$ cat config.mk
export PLATFORM = sky130hd
export DESIGN_NAME = dmu_ctrl
export DESIGN_NICKNAME = d
export VERILOG_FILES = /design/src/rtl/dmu_pkg.sv /design/src/rtl/dmu_sat.sv /design/src/rtl/dmu_range_regs.sv /design/src/rtl/dmu_limit_chk.sv /design/src/rtl/dmu_ctrl.sv
export SDC_FILE = /design/constraint.sdc
export NUM_CORES = 1
export LEC_CHECK = 0
export ABC_AREA = 0
export CAP_MARGIN = 20
export CORE_AREA = 2 2 117 119
export CTS_CLUSTER_SIZE = 10
export DETAILED_ROUTE_END_ITERATION = 6
export DIE_AREA = 0 0 119 121
export GPL_ROUTABILITY_DRIVEN = 1
export PLACE_DENSITY = 0.86
export SETUP_SLACK_MARGIN = 0.3
export SLEW_MARGIN = 25
export SYNTH_ARGS = -nofsm -noshare
export SYNTH_HDL_FRONTEND = slang
export SYNTH_SLANG_ARGS = --single-unit
export TNS_END_PERCENT = 50
$ cat constraint.sdc
create_clock -name clk_i -period 4 [get_ports clk_i]
set_input_delay 0.8 -clock clk_i [delete_from_list [all_inputs] [get_ports clk_i]]
set_output_delay 0.8 -clock clk_i [all_outputs]
set_load 0.005 [all_outputs]
$ cat src/rtl/dmu_pkg.sv
package dmu_pkg;

  typedef enum logic [2:0] {
    ST_IDLE,
    ST_DRIVE,
    ST_SETTLE,
    ST_SAMPLE,
    ST_CMP
  } dmu_state_e;

  // full scale of a range code: base * 2^code - 1
  function automatic int unsigned dmu_full_scale(input int unsigned base, input logic [2:0] code);
    return (base << code) - 1;
  endfunction

endpackage

$ cat src/rtl/dmu_sat.sv
module dmu_sat #(
  parameter int DW   = 16,
  parameter int RW   = 3,
  parameter int BASE = 256
) (
  input  logic signed [DW-1:0] val_i,
  input  logic        [RW-1:0] code_i,
  output logic signed [DW-1:0] val_o
);
  import dmu_pkg::*;

  logic signed [DW:0] fs, ext;

  assign fs  = $signed((DW+1)'(dmu_full_scale(BASE, code_i)));
  assign ext = {val_i[DW-1], val_i};

  always_comb begin
    if (ext > fs)       val_o = fs[DW-1:0];
    else if (ext < -fs) val_o = DW'(-fs);
    else                val_o = val_i;
  end

endmodule

$ cat src/rtl/dmu_range_regs.sv
module dmu_range_regs #(
  parameter int RW = 3
) (
  input  logic          clk_i,
  input  logic          rst_ni,
  input  logic          we_i,
  input  logic [RW-1:0] frange_i,
  input  logic [RW-1:0] mrange_i,
  input  logic          lock_i,
  output logic [RW-1:0] frange_o,
  output logic [RW-1:0] mrange_o,
  output logic          err_o
);

  always_ff @(posedge clk_i or negedge rst_ni) begin
    if (!rst_ni) begin
      frange_o <= '1;
      mrange_o <= '1;
      err_o    <= 1'b0;
    end else if (we_i) begin
      if (lock_i) begin
        err_o <= 1'b1;
      end else begin
        frange_o <= frange_i;
        mrange_o <= mrange_i;
        err_o    <= 1'b0;
      end
    end
  end

  assert_rng_hold_R7: assert property (@(posedge clk_i) disable iff (!rst_ni)
    (we_i && lock_i) |=> ($stable(frange_o) && $stable(mrange_o) && err_o));

endmodule

$ cat src/rtl/dmu_limit_chk.sv
module dmu_limit_chk #(
  parameter int DW = 16
) (
  input  logic                 clk_i,
  input  logic                 rst_ni,
  input  logic                 clr_i,
  input  logic                 cmp_i,
  input  logic signed [DW-1:0] meas_i,
  input  logic signed [DW-1:0] hi_i,
  input  logic signed [DW-1:0] lo_i,
  input  logic                 hi_en_i,
  input  logic                 lo_en_i,
  output logic                 pass_o,
  output logic                 fhi_o,
  output logic                 flo_o
);

  logic above, below;
  assign above = hi_en_i && (meas_i > hi_i);
  assign below = lo_en_i && (meas_i < lo_i);

  always_ff @(posedge clk_i or negedge rst_ni) begin
    if (!rst_ni) begin
      pass_o <= 1'b0;
      fhi_o  <= 1'b0;
      flo_o  <= 1'b0;
    end else if (clr_i) begin
      pass_o <= 1'b0;
      fhi_o  <= 1'b0;
      flo_o  <= 1'b0;
    end else if (cmp_i) begin
      fhi_o  <= above;
      flo_o  <= below;
      pass_o <= !(above || below);
    end
  end

  assert_pass_excl_R6: assert property (@(posedge clk_i) disable iff (!rst_ni)
    pass_o |-> (!fhi_o && !flo_o));

  assert_disabled_lims_R6: assert property (@(posedge clk_i) disable iff (!rst_ni)
    (cmp_i && !hi_en_i && !lo_en_i) |=> pass_o);

endmodule

$ cat src/rtl/dmu_ctrl.sv
module dmu_ctrl #(
  parameter int DW   = 16,
  parameter int RW   = 3,
  parameter int SW   = 8,
  parameter int BASE = 256
) (
  input  logic          clk_i,
  input  logic          rst_ni,
  input  logic          start_i,
  input  logic          force_cur_i,
  input  logic [DW-1:0] force_val_i,
  input  logic [DW-1:0] vclamp_i,
  input  logic [DW-1:0] iclamp_i,
  input  logic [DW-1:0] hi_lim_i,
  input  logic [DW-1:0] lo_lim_i,
  input  logic          hi_en_i,
  input  logic          lo_en_i,
  input  logic [SW-1:0] settle_i,
  input  logic          rng_we_i,
  input  logic [RW-1:0] frange_i,
  input  logic [RW-1:0] mrange_i,
  input  logic          dac_ready_i,
  input  logic          adc_valid_i,
  input  logic [DW-1:0] adc_data_i,
  output logic          dac_valid_o,
  output logic [DW-1:0] dac_data_o,
  output logic          adc_ready_o,
  output logic          relay_o,
  output logic          meas_curr_o,
  output logic [DW-1:0] clamp_o,
  output logic [DW-1:0] meas_o,
  output logic          done_o,
  output logic          pass_o,
  output logic          fail_hi_o,
  output logic          fail_lo_o,
  output logic          cfg_bad_o,
  output logic          rng_err_o
);
  import dmu_pkg::*;

  dmu_state_e state_q;
  logic [SW-1:0] cnt_q;
  logic force_cur_q, hi_en_q, lo_en_q, cfg_bad_q, done_q, relay_q;
  logic signed [DW-1:0] dac_q, clamp_q, hi_q, lo_q, meas_q;
  logic signed [DW-1:0] force_clip, meas_sat, act_clamp;
  logic [RW-1:0] frange_q, mrange_q;
  logic busy, accept_start;

  assign busy         = (state_q != ST_IDLE);
  assign accept_start = (state_q == ST_IDLE) && start_i;
  assign act_clamp    = force_cur_i ? $signed(vclamp_i) : $signed(iclamp_i);

  dmu_range_regs #(.RW(RW)) u_ranges (
    .clk_i    (clk_i),
    .rst_ni   (rst_ni),
    .we_i     (rng_we_i),
    .frange_i (frange_i),
    .mrange_i (mrange_i),
    .lock_i   (busy),
    .frange_o (frange_q),
    .mrange_o (mrange_q),
    .err_o    (rng_err_o)
  );

  dmu_sat #(.DW(DW), .RW(RW), .BASE(BASE)) u_force_sat (
    .val_i  ($signed(force_val_i)),
    .code_i (frange_q),
    .val_o  (force_clip)
  );

  dmu_sat #(.DW(DW), .RW(RW), .BASE(BASE)) u_meas_sat (
    .val_i  ($signed(adc_data_i)),
    .code_i (mrange_q),
    .val_o  (meas_sat)
  );

  dmu_limit_chk #(.DW(DW)) u_limits (
    .clk_i   (clk_i),
    .rst_ni  (rst_ni),
    .clr_i   (accept_start),
    .cmp_i   (state_q == ST_CMP),
    .meas_i  (meas_q),
    .hi_i    (hi_q),
    .lo_i    (lo_q),
    .hi_en_i (hi_en_q),
    .lo_en_i (lo_en_q),
    .pass_o  (pass_o),
    .fhi_o   (fail_hi_o),
    .flo_o   (fail_lo_o)
  );

  always_ff @(posedge clk_i or negedge rst_ni) begin
    if (!rst_ni) begin
      state_q     <= ST_IDLE;
      cnt_q       <= '0;
      force_cur_q <= 1'b0;
      hi_en_q     <= 1'b0;
      lo_en_q     <= 1'b0;
      cfg_bad_q   <= 1'b0;
      done_q      <= 1'b0;
      relay_q     <= 1'b0;
      dac_q       <= '0;
      clamp_q     <= '0;
      hi_q        <= '0;
      lo_q        <= '0;
      meas_q      <= '0;
    end else begin
      done_q <= 1'b0;
      unique case (state_q)
        ST_IDLE: if (start_i) begin
          force_cur_q <= force_cur_i;
          dac_q       <= force_clip;
          clamp_q     <= act_clamp;
          hi_q        <= $signed(hi_lim_i);
          lo_q        <= $signed(lo_lim_i);
          hi_en_q     <= hi_en_i;
          lo_en_q     <= lo_en_i;
          // a clamp at or inside the upper limit masks the failure it guards
          cfg_bad_q   <= hi_en_i && (act_clamp <= $signed(hi_lim_i));
          cnt_q       <= settle_i;
          state_q     <= ST_DRIVE;
        end
        ST_DRIVE: if (dac_ready_i) begin
          relay_q <= 1'b1;
          state_q <= ST_SETTLE;
        end
        ST_SETTLE: begin
          if (cnt_q == '0) state_q <= ST_SAMPLE;
          else             cnt_q   <= cnt_q - 1'b1;
        end
        ST_SAMPLE: if (adc_valid_i) begin
          meas_q  <= meas_sat;
          state_q <= ST_CMP;
        end
        ST_CMP: begin
          done_q  <= 1'b1;
          relay_q <= 1'b0;
          state_q <= ST_IDLE;
        end
        default: state_q <= ST_IDLE;
      endcase
    end
  end

  assign dac_valid_o = (state_q == ST_DRIVE);
  assign dac_data_o  = dac_q;
  assign adc_ready_o = (state_q == ST_SAMPLE);
  assign relay_o     = relay_q;
  assign meas_curr_o = !force_cur_q;
  assign clamp_o     = clamp_q;
  assign meas_o      = meas_q;
  assign done_o      = done_q;
  assign cfg_bad_o   = cfg_bad_q;

  // ranges are frozen while busy, so bounds below are stable references
  logic signed [DW:0] fs_f, fs_m, dac_x, meas_x;
  assign fs_f   = $signed((DW+1)'(dmu_full_scale(BASE, frange_q)));
  assign fs_m   = $signed((DW+1)'(dmu_full_scale(BASE, mrange_q)));
  assign dac_x  = {dac_q[DW-1], dac_q};
  assign meas_x = {meas_q[DW-1], meas_q};

  assert_dac_bound_R2: assert property (@(posedge clk_i) disable iff (!rst_ni)
    dac_valid_o |-> ((dac_x <= fs_f) && (dac_x >= -fs_f)));

  assert_meas_bound_R3: assert property (@(posedge clk_i) disable iff (!rst_ni)
    done_o |-> ((meas_x <= fs_m) && (meas_x >= -fs_m)));

  assert_sample_conn_R10: assert property (@(posedge clk_i) disable iff (!rst_ni)
    adc_ready_o |-> relay_o);

  assert_done_pulse_R10: assert property (@(posedge clk_i) disable iff (!rst_ni)
    done_o |=> !done_o);

  assert_mode_hold_R1: assert property (@(posedge clk_i) disable iff (!rst_ni)
    (relay_o && $past(relay_o)) |-> $stable(meas_curr_o));

  assert_clamp_hold_R8: assert property (@(posedge clk_i) disable iff (!rst_ni)
    (relay_o && $past(relay_o)) |-> $stable(clamp_o));

endmodule

== Word level (Yosys, flattened, before mapping) ==
Index checks and enable logic that the tools add are counted.

* Register bits after elaboration: 107
* Logic and storage cells: 85
* Input port bits: 119

* Reductions and logical operators: 19
* Shifts and indexed selects: 2
* Add/subtract/negate cells: 5
* Magnitude comparators: 7
* Bitwise gates (word level): 1
* Muxes and demuxes: 23
* Eq/ne operators: 9

{| class="wikitable"
|+ Operators by type and width
! operator !! count
|-
| $mux W16 || 5
|-
| $gt A16 B17 Y1 || 2
|-
| $lt A16 B17 Y1 || 2
|-
| $neg A17 Y17 || 2
|-
| $shl A9 B3 Y17 const A || 2
|-
| $sub A17 B1 Y17 const B || 2
|-
| $gt A16 B16 Y1 || 1
|-
| $le A16 B16 Y1 || 1
|-
| $lt A16 B16 Y1 || 1
|-
| $mux W8 || 2
|-
| $pmux W8 S2 || 1
|-
| $mux W3 || 4
|-
| $pmux W3 S4 || 1
|-
| $ne A2 B2 Y1 const B || 5
|-
| $mux W1 || 9
|-
| $logic_not A8 Y1 || 1
|-
| $reduce_and A2 Y1 || 4
|-
| $sub A8 B1 Y8 const B || 1
|-
| $eq A3 B2 Y1 const B || 2
|-
| $reduce_bool A2 Y1 || 3
|-
| $logic_and A1 B1 Y1 || 4
|-
| $reduce_and A4 Y1 || 1
|-
| $eq A3 B1 Y1 const B || 1
|-
| $eq A3 B3 Y1 const B || 1
|-
| other kinds (7) || 8
|}

== Longest topological paths before layout ==
Gate-level depths: netlist (run 1).

* Depth in word-level cells: 6
* Gate-level depth with buffers: 12

== By module ==
Synthesis (run 1) repeated with hierarchy kept, for this count alone.

* Cells, all modules: 732
* Area total of the unflattened synthesis: 7368.3 µm²

{| class="wikitable"
|+ By module, submodules not included
! module !! seq. area each (µm²) !! cells an instance !! area each (µm²) !! times used
|-
| dmu_ctrl || 2427.3 || 376 || 4478.0 || 1
|-
| dmu_limit_chk || 75.1 || 126 || 964.7 || 1
|-
| dmu_sat at u_force_sat || 0.0 || 114 || 818.3 || 1
|-
| dmu_sat at u_meas_sat || 0.0 || 100 || 798.3 || 1
|-
| dmu_range_regs || 182.7 || 16 || 309.0 || 1
|}

== Worst setup path before layout (run 1) ==
Ideal clock, no wire load.

* Path kind: input-to-reg
* From: in force_cur_i
* To: reg cfg_bad_q (netlist: cfg_bad_o)
* Path slack: 0.748 ns
* Data arrival time: 3.136 ns
* Stages on the path: 9
* Cells stage by stage: clkbuf_1 > clkbuf_1 > mux2_2 > ha_1 > and3_1 > nand3_1 > or3_1 > o21a_1 > o311ai_0

* Cells in the longest elaborated chain, start to end: 3

{| class="wikitable"
|+ RTL lines
! what !! line !! RTL
|-
| start, declared || dmu_ctrl.sv:10 || <nowiki>input logic force_cur_i,</nowiki>
|-
| $mux W16 || dmu_ctrl.sv:51 || <nowiki>assign act_clamp = force_cur_i ? $signed(vclamp_i) : $signed(iclamp_i);</nowiki>
|-
| net act_clamp[9] || dmu_ctrl.sv:45 || <nowiki>logic signed [DW-1:0] force_clip, meas_sat, act_clamp;</nowiki>
|-
| $le A16 B16 Y1 || dmu_ctrl.sv:119 || <nowiki>cfg_bad_q <= hi_en_i && (act_clamp <= $signed(hi_lim_i));</nowiki>
|-
| $logic_and A1 B1 Y1 || dmu_ctrl.sv:119 ||
|-
| end signal, assigned || dmu_ctrl.sv:119 ||
|-
| end, declared || dmu_ctrl.sv:43 || <nowiki>logic force_cur_q, hi_en_q, lo_en_q, cfg_bad_q, done_q, relay_q;</nowiki>
|}

The timed path passes the listed nets, and every way through them passes these cells.
A chain may end at the register's enable or synchronous reset.

== Worst setup path in the final report (run 1) ==
Ends and elaborated chain as after synthesis.

==> metrics.md, run 1 <==
| Metric | Value |
|---|---|
| Crit path max fanout | `10` |
| Syn Area/Cell | `8.81 sq um` |
| Area occupied by multi-input gates | `3950 sq um` |
| Synth Flop Type | `dfrtp_1` |
| R2r endpoint | `meas_o[11]$_DFFE_PN0P_` |
| Port Buf Inserts | `176` |
| Root buffer cell | `clkbuf_16` |
| Initial Util | `53.6%` |
| Largest net degree at the start of global routing | `66` |
| Resized Gates After CTS | `0` |
| Final Max Slew Viols | `0` |
| VDD IR max | `0.425 mV` |
| Met3 routed WL | `1.05 mm` |
| Worst r2r src | `u_ranges.mrange_o[2]$_DFFE_PN1P_` |
| First-pass GRT wire length | `30.1 mm` |
| Gr usage total | `26.2%` |
| CTS sink cnt | `107` |
| Post-synthesis mux area share | `4.57%` |
| Register area | `2690 sq um` |
| CTS clk-pin slew, worst paths | `0.07 ns` |
| Worst Path Arrival | `3.51 ns` |
| Setup TNS Final | `0 ns` |
| Later-pin clock latency in the skew report | `0.35 ns` |
| Run status | `completed` |
| Post-CTS Setup Bufs | `0` |
| Simple-Gate Fraction of Synth Area | `16.8%` |
| Number of fillers in the final layout | `985` |
| Clock Tree Buf Depth | `2` |
| Die X | `119 um` |
| Synth-to-layout area growth | `32.3%` |
| Rows | `42` |
| Met1 wire length | `8.29 mm` |
| CTS buffer count | `9` |
| Slew headroom | `45.5%` |
| CTS Hold Bufs | `0` |
| Worst slew pin tran | `0.816 ns` |
| Crit start category | `input pin` |
| # nets final | `1,176` |
| CP Capture Type | `flip-flop` |
| Wire length on met2 | `8.53 mm` |
| Layout cells sized above 1 | `6.99%` |
| Post-synth EDFFs | `0` |
| Antenna Cells | `0` |
| Adder-cell share of the synthesized area | `15.9%` |
| DRC Markers | `0` |
| Type of the worst setup path | `input pin to flip-flop` |
| Vias in the first global route | `6,083` |
| Synthesized flop and latch total | `107` |
| Post-DP HPWL | `14.4 mm` |
| Htree depth | `3` |
| Syn Inst Count | `796` |
| Initial antenna violation count | `0` |
| Dominant combinational cell family by area after synthesis | `compound AO/OA/AOI/OAI gates` |
| Max-cap check violation count | `0` |
| Total Routed Length | `18.4 mm` |
| Final core utilization | `70.9%` |
| DRT Pass-1 Iters | `5` |
| Final Skew | `0.00455 ns` |
| Final Cycle Share | `82.3%` |
| CTS tree | `done` |
| Vias | `6,287` |
| Synthesized area | `7010 sq um` |
| WL per Instance | `16.0 um` |
| CP Data Required Time | `4.22 ns` |
| Final setup violating endpoints | `0` |
| Yosys warnings | `0` |
| Worst Hold Class | `input pin to asynchronous set/reset pin` |
| PwrDens | `643 nW/um^2` |
| Synth Area in Compound Gates | `18.5%` |
| DIE HEIGHT | `121 um` |
| Drt initial violations | `473` |
| Post-synthesis sequential area ratio | `38.3%` |
| Synth unique cells | `60` |
| DR top layer | `met4` |
| Final hold violations | `0` |
| Core box area | `13,100 sq um` |
| Asr flop ratio synth | `100%` |
| Unrepaired setup endpoints after global routing | `no` |
| Global route total overflow | `0` |
| P_leak | `0.00445 uW` |
| XOR/XNOR share of the synthesized area | `0%` |
| I/O Pins | `177` |
| Antenna Nets Post-Route | `0` |
| DIE AREA | `14,400 sq um` |
| R2R Setup Slk | `0.79 ns` |
| Min cycle time layout | `3.29 ns` |
| Final GP Congestion | `0.938` |
| Worst Reg-to-Reg Cells | `11` |
| Achievable frequency | `0.304 GHz` |
| Vias per cell | `5.47` |
==> stage by stage <==
stage	total power (uW)	setup slack [ns]	hold slack, ns	instance area, sq um	instances
final	5960	0.709	0.426	9280	1149
after global routing	6500	0.436	0.460	9280	1149
after CTS	5980	0.721	0.445	9280	1149
after detailed placement	5050	0.428	0.461	8980	1133
after global placement	4940	0.471	0.457	8980	1133
after floorplan	3770	0.748	0.440	7040	802
==> power breakdown <==
group / total (uW) / internal [uW] / switching [uW]
logic: 3060 / 1520 / 1530
registers: 2020 / 1620 / 396
clock network: 890 / 497 / 393
==> cell usage in the layout, fill, tap and decap left out, types with 4 or more instances in the layout <==
cell type        netlist  final
mux2_2                20     20
a22o_1                 4      4
clkbuf_16              0      9
a31oi_1                5      5
mux2i_1                8      8
buf_4                  0     11
o21ai_0               71     71
nand4_1                6      6
o31ai_1                6      6
nand2b_1               7      7
dfstp_2                6      6
nand3_1               11     11
inv_1                 73     73
clkinv_2               0      5
nor2_1                42     42
nor2b_1                8      8
clkdlybuf4s50_1        0    175
o21a_1                 9      9
dfrtp_1              101    101
and3_1                 6      6
a21oi_1               56     56
or3_1                  5      5
nor3_1                 6      6
a21o_1                20     20
a211oi_1               8      7
nand2_1              133    133
ha_1                  89     89
nor4_1                 6      6
nand4b_1               4      4
conb_1                 2      8
a22oi_1                7      7
==> layout make-up <==
cell class,instances,area share (%)
timing repair buffer,187,20.0
clock inverter,6,0.593
sequential,107,28.9
clock buffer,10,2.58
inverter,73,2.95
multi-input combinational,590,42.6
tap,176,2.37
==> cells in the mapped netlist, types with 7 or more instances <==
cell / instances / area, sq um
a21oi_1: 56 / 280
nand3_1: 11 / 55.1
a211oi_1: 8 / 60.1
a22oi_1: 7 / 52.6
mux2_2: 20 / 225
a21o_1: 20 / 150
o21ai_0: 71 / 355
nor2_1: 42 / 158
nor2b_1: 8 / 50.1
o21a_1: 9 / 67.6
inv_1: 73 / 274
dfrtp_1: 101 / 2530
nand2b_1: 7 / 43.8
mux2i_1: 8 / 80.1
clkbuf_1: 25 / 93.8
ha_1: 89 / 1110
nand2_1: 133 / 499
==> per-layer routing <==
metal | vias to the layer above | global-route usage (%)
met2 | 201 | 42.9
met4 | 0 | 9.15
met3 | 36 | 5.55
met5 | - | 0
met1 | 2950 | 34.5
li1 | 3100 | -
==> worst max path at each step <==
stage,cells after the start,endpoint,from
after floorplan,9,cfg_bad_o$_DFFE_PN0P_,force_cur_i
after global placement,9,dac_data_o[9]$_DFFE_PN0P_,force_val_i[15]
after detailed placement,10,meas_o[11]$_DFFE_PN0P_,adc_data_i[11]
after CTS,8,cfg_bad_o$_DFFE_PN0P_,force_cur_i
after global routing,11,meas_o[11]$_DFFE_PN0P_,u_ranges.mrange_o[2]$_DFFE_PN1P_
final,8,cfg_bad_o$_DFFE_PN0P_,force_cur_i
==> critical path: stages <==
cell             delay (ns)
clkdlybuf4s50_1        0.76
mux2_2                 0.41
ha_1                   0.30
and3_1                 0.16
nand3_1                0.13
or3_1                  0.41
o21a_1                 0.21
o311ai_0               0.33
==> state kept, by name (all words and copies together) (netlist names), 3 cells and up <==
register	count
clamp_o	16
cnt_q	8
dac_data_o	16
hi_q	16
lo_q	16
meas_o	16
state_q	3
u_ranges.frange_o	3
u_ranges.mrange_o	3
==> cells by family after synthesis <==
group | Yosys count
compound gates | 211
other cells | 2
fa+ha+maj | 89
buf+inv | 105
simple gates | 253
flops | 107
mux | 29
No activity file was read; power rests on OpenSTA's default activity.
==> run 2, diff against run 1 <==
--- a/config.mk
+++ b/config.mk
@@ -7,12 +7,12 @@
 export LEC_CHECK = 0
 export ABC_AREA = 0
 export CAP_MARGIN = 20
-export CORE_AREA = 2 2 117 119
+export CORE_AREA = 2 2 122 124
 export CTS_CLUSTER_SIZE = 10
 export DETAILED_ROUTE_END_ITERATION = 6
-export DIE_AREA = 0 0 119 121
+export DIE_AREA = 0 0 124 126
 export GPL_ROUTABILITY_DRIVEN = 1
-export PLACE_DENSITY = 0.86
+export PLACE_DENSITY = 0.8
 export SETUP_SLACK_MARGIN = 0.3
 export SLEW_MARGIN = 25
 export SYNTH_ARGS = -nofsm -noshare
==> constraint.sdc (replaced) <==
create_clock -name clk_i -period 3.3 [get_ports clk_i]
set_input_delay 0.66 -clock clk_i [delete_from_list [all_inputs] [get_ports clk_i]]
set_output_delay 0.66 -clock clk_i [all_outputs]
set_load 0.005 [all_outputs]
==> metrics.md, run 2 (synthesis gave the netlist of run 1 again) <==
| Metric | Value |
|---|---|
| Run status | `completed (unchanged)` |
| Unrepaired setup endpoints after global routing | `yes (was no)` |
| Worst r2r src | `u_ranges.mrange_o[2]$_DFFE_PN1P_ (unchanged)` |
| Clock Tree Buf Depth | `2 (unchanged)` |
| Worst Hold Class | `input pin to asynchronous set/reset pin (unchanged)` |
| DRC Markers | `0 (unchanged)` |
| Max-cap check violation count | `0 (unchanged)` |
| Total Routed Length | `18.7 mm (was 18.4 mm)` |
| Fin cells | `1,170 (was 1,149)` |
| # nets final | `1,190 (was 1,176)` |
| Post-DP HPWL | `14.7 mm (was 14.4 mm)` |
| DIE AREA | `15,600 sq um (was 14,400 sq um)` |
| Final core utilization | `66.1% (was 70.9%)` |
| Type of the worst setup path | `input pin to flip-flop (unchanged)` |
| R2R Setup Slk | `0.44 ns (was 0.79 ns)` |
| Final GP Congestion | `0.933 (was 0.938)` |
| Antenna Cells | `0 (unchanged)` |
| Worst slew pin tran | `0.606 ns (was 0.816 ns)` |
| DIE HEIGHT | `126 um (was 121 um)` |
| Initial Util | `49.0% (was 53.6%)` |
| Min cycle time layout | `2.89 ns` |
| Register area | `2690 sq um (unchanged)` |
| Synth-to-layout area growth | `34.8% (was 32.3%)` |
| Number of fillers in the final layout | `1,182 (was 985)` |
| I/O Pins | `177 (unchanged)` |
| CTS buffer count | `9 (unchanged)` |
| R2r endpoint | `meas_o[6]$_DFFE_PN0P_ (was meas_o[11]$_DFFE_PN0P_)` |
| Layout cells sized above 1 | `8.52% (was 6.99%)` |
| Vias | `6,334 (was 6,287)` |
| Most common cell after layout, fill and taps aside | `clkdlybuf4s50_1 (unchanged)` |
| CTS clk-pin slew, worst paths | `0.07 ns (about the same)` |
| Slew headroom | `59.5% (was 45.5%)` |
| VDD IR max | `0.462 mV (was 0.425 mV)` |
| PwrDens | `776 nW/um^2 (was 643 nW/um^2)` |
| Achievable frequency | `0.346 GHz` |
| Htree depth | `3 (unchanged)` |
| Final Skew | `0.0104 ns (was 0.00455 ns)` |
| Crit path max fanout | `8 (was 10)` |
| Most frequent cells in the layout | `clkdlybuf4s50_1, nand2_1, dfrtp_1, ha_1, inv_1 (unchanged)` |
| CP Capture Type | `flip-flop (unchanged)` |
| Die X | `124 um (was 119 um)` |
| DRT Pass-1 Iters | `7 (was 5)` |
| Worst Path Arrival | `3.14 ns (was 3.51 ns)` |
| Later-pin clock latency in the skew report | `0.35 ns (about the same)` |
| Largest net degree at the start of global routing | `66 (unchanged)` |
| Setup TNS Final | `0 ns (unchanged)` |
| Global route total overflow | `0 (unchanged)` |
| Final Max Slew Viols | `0 (unchanged)` |
| P_leak | `0.00453 uW (was 0.00445 uW)` |
| Rows | `44 (was 42)` |
| Initial antenna violation count | `0 (unchanged)` |
| CP Data Required Time | `3.54 ns (was 4.22 ns)` |
| CTS sink cnt | `107 (unchanged)` |
| Inst Count DP | `1,153 (was 1,133)` |
| Vias in the first global route | `6,226 (was 6,083)` |
| Final Cycle Share | `87.7%` |
| WL per Instance | `16.0 um (about the same)` |
| Final setup violating endpoints | `0 (unchanged)` |
| Critical Path Source | `force_cur_i (unchanged)` |
| Vias per cell | `5.41 (was 5.47)` |
| Antenna Nets Post-Route | `0 (unchanged)` |
| Root buffer cell | `clkbuf_16 (unchanged)` |
| Port Buf Inserts | `176 (unchanged)` |
| CTS tree | `done (unchanged)` |
| Crit start category | `input pin (unchanged)` |
| Core box area | `14,300 sq um (was 13,100 sq um)` |
| Drt initial violations | `349 (was 473)` |
| Area occupied by multi-input gates | `3980 sq um (was 3950 sq um)` |
| First-pass GRT wire length | `30.3 mm (was 30.1 mm)` |
| Gr usage total | `24.7% (was 26.2%)` |
| Worst Reg-to-Reg Cells | `11 (unchanged)` |
| Final hold violations | `0 (unchanged)` |
-- run 2: area by class of cell --
class	count	area share, %
clock buffers	13	2.65
well taps	184	2.43
repair buffers	201	20.9
multi-input cells	590	42.1
inverters	73	2.90
flip-flops and latches	107	28.4
clock inverters	2	0.635
-- run 2: power breakdown --
part	switching, uW	internal, uW	total, uW
Clock	468	684	1150
Combinational	1850	1880	3740
Sequential	483	1970	2450
Total	2800	4530	7340
-- run 2: metal layers --
metal  part of all wire, %  GRT usage (%)
met5                     0              0
met4                   3.0           9.32
met3                   7.0           4.57
met2                    46           39.4
met1                    44           33.5
-- run 2: repair_timing --
item                                    in CTS  in global routing
gates resized for setup                      0                  8
setup buffers                                0                  2
endpoints found under the setup margin       0                 28
hold buffers                                 0                  0
-- run 2: worst max path at each step --
stage,to,cells after the start
finish,cfg_bad_o$_DFFE_PN0P_,10
global route,cfg_bad_o$_DFFE_PN0P_,12
CTS,meas_o[11]$_DFFE_PN0P_,11
detailed placement,cfg_bad_o$_DFFE_PN0P_,9
global placement,cfg_bad_o$_DFFE_PN0P_,9
floorplan,cfg_bad_o$_DFFE_PN0P_,9
-- run 2: critical path, cell delays in order --
cell	delay [ns]
clkdlybuf4s50_1	0.48
buf_6	0.15
mux2_2	0.36
ha_1	0.30
and3_1	0.15
nand3_1	0.12
or3_1	0.41
nor4_1	0.33
a21oi_1	0.09
o311ai_2	0.09
-- run 2: per-stage QoR --
stage	area, sq um	setup slack [ns]	hold WS [ns]	power [uW]
after CTS	9410	0.362	0.207	7330
final	9460	0.407	0.210	7340
after global placement	9100	0.105	0.457	6030
after global routing	9460	0.291	0.222	8030
after detailed placement	9100	0.0323	0.464	6160
after floorplan	7040	0.307	0.364	4570
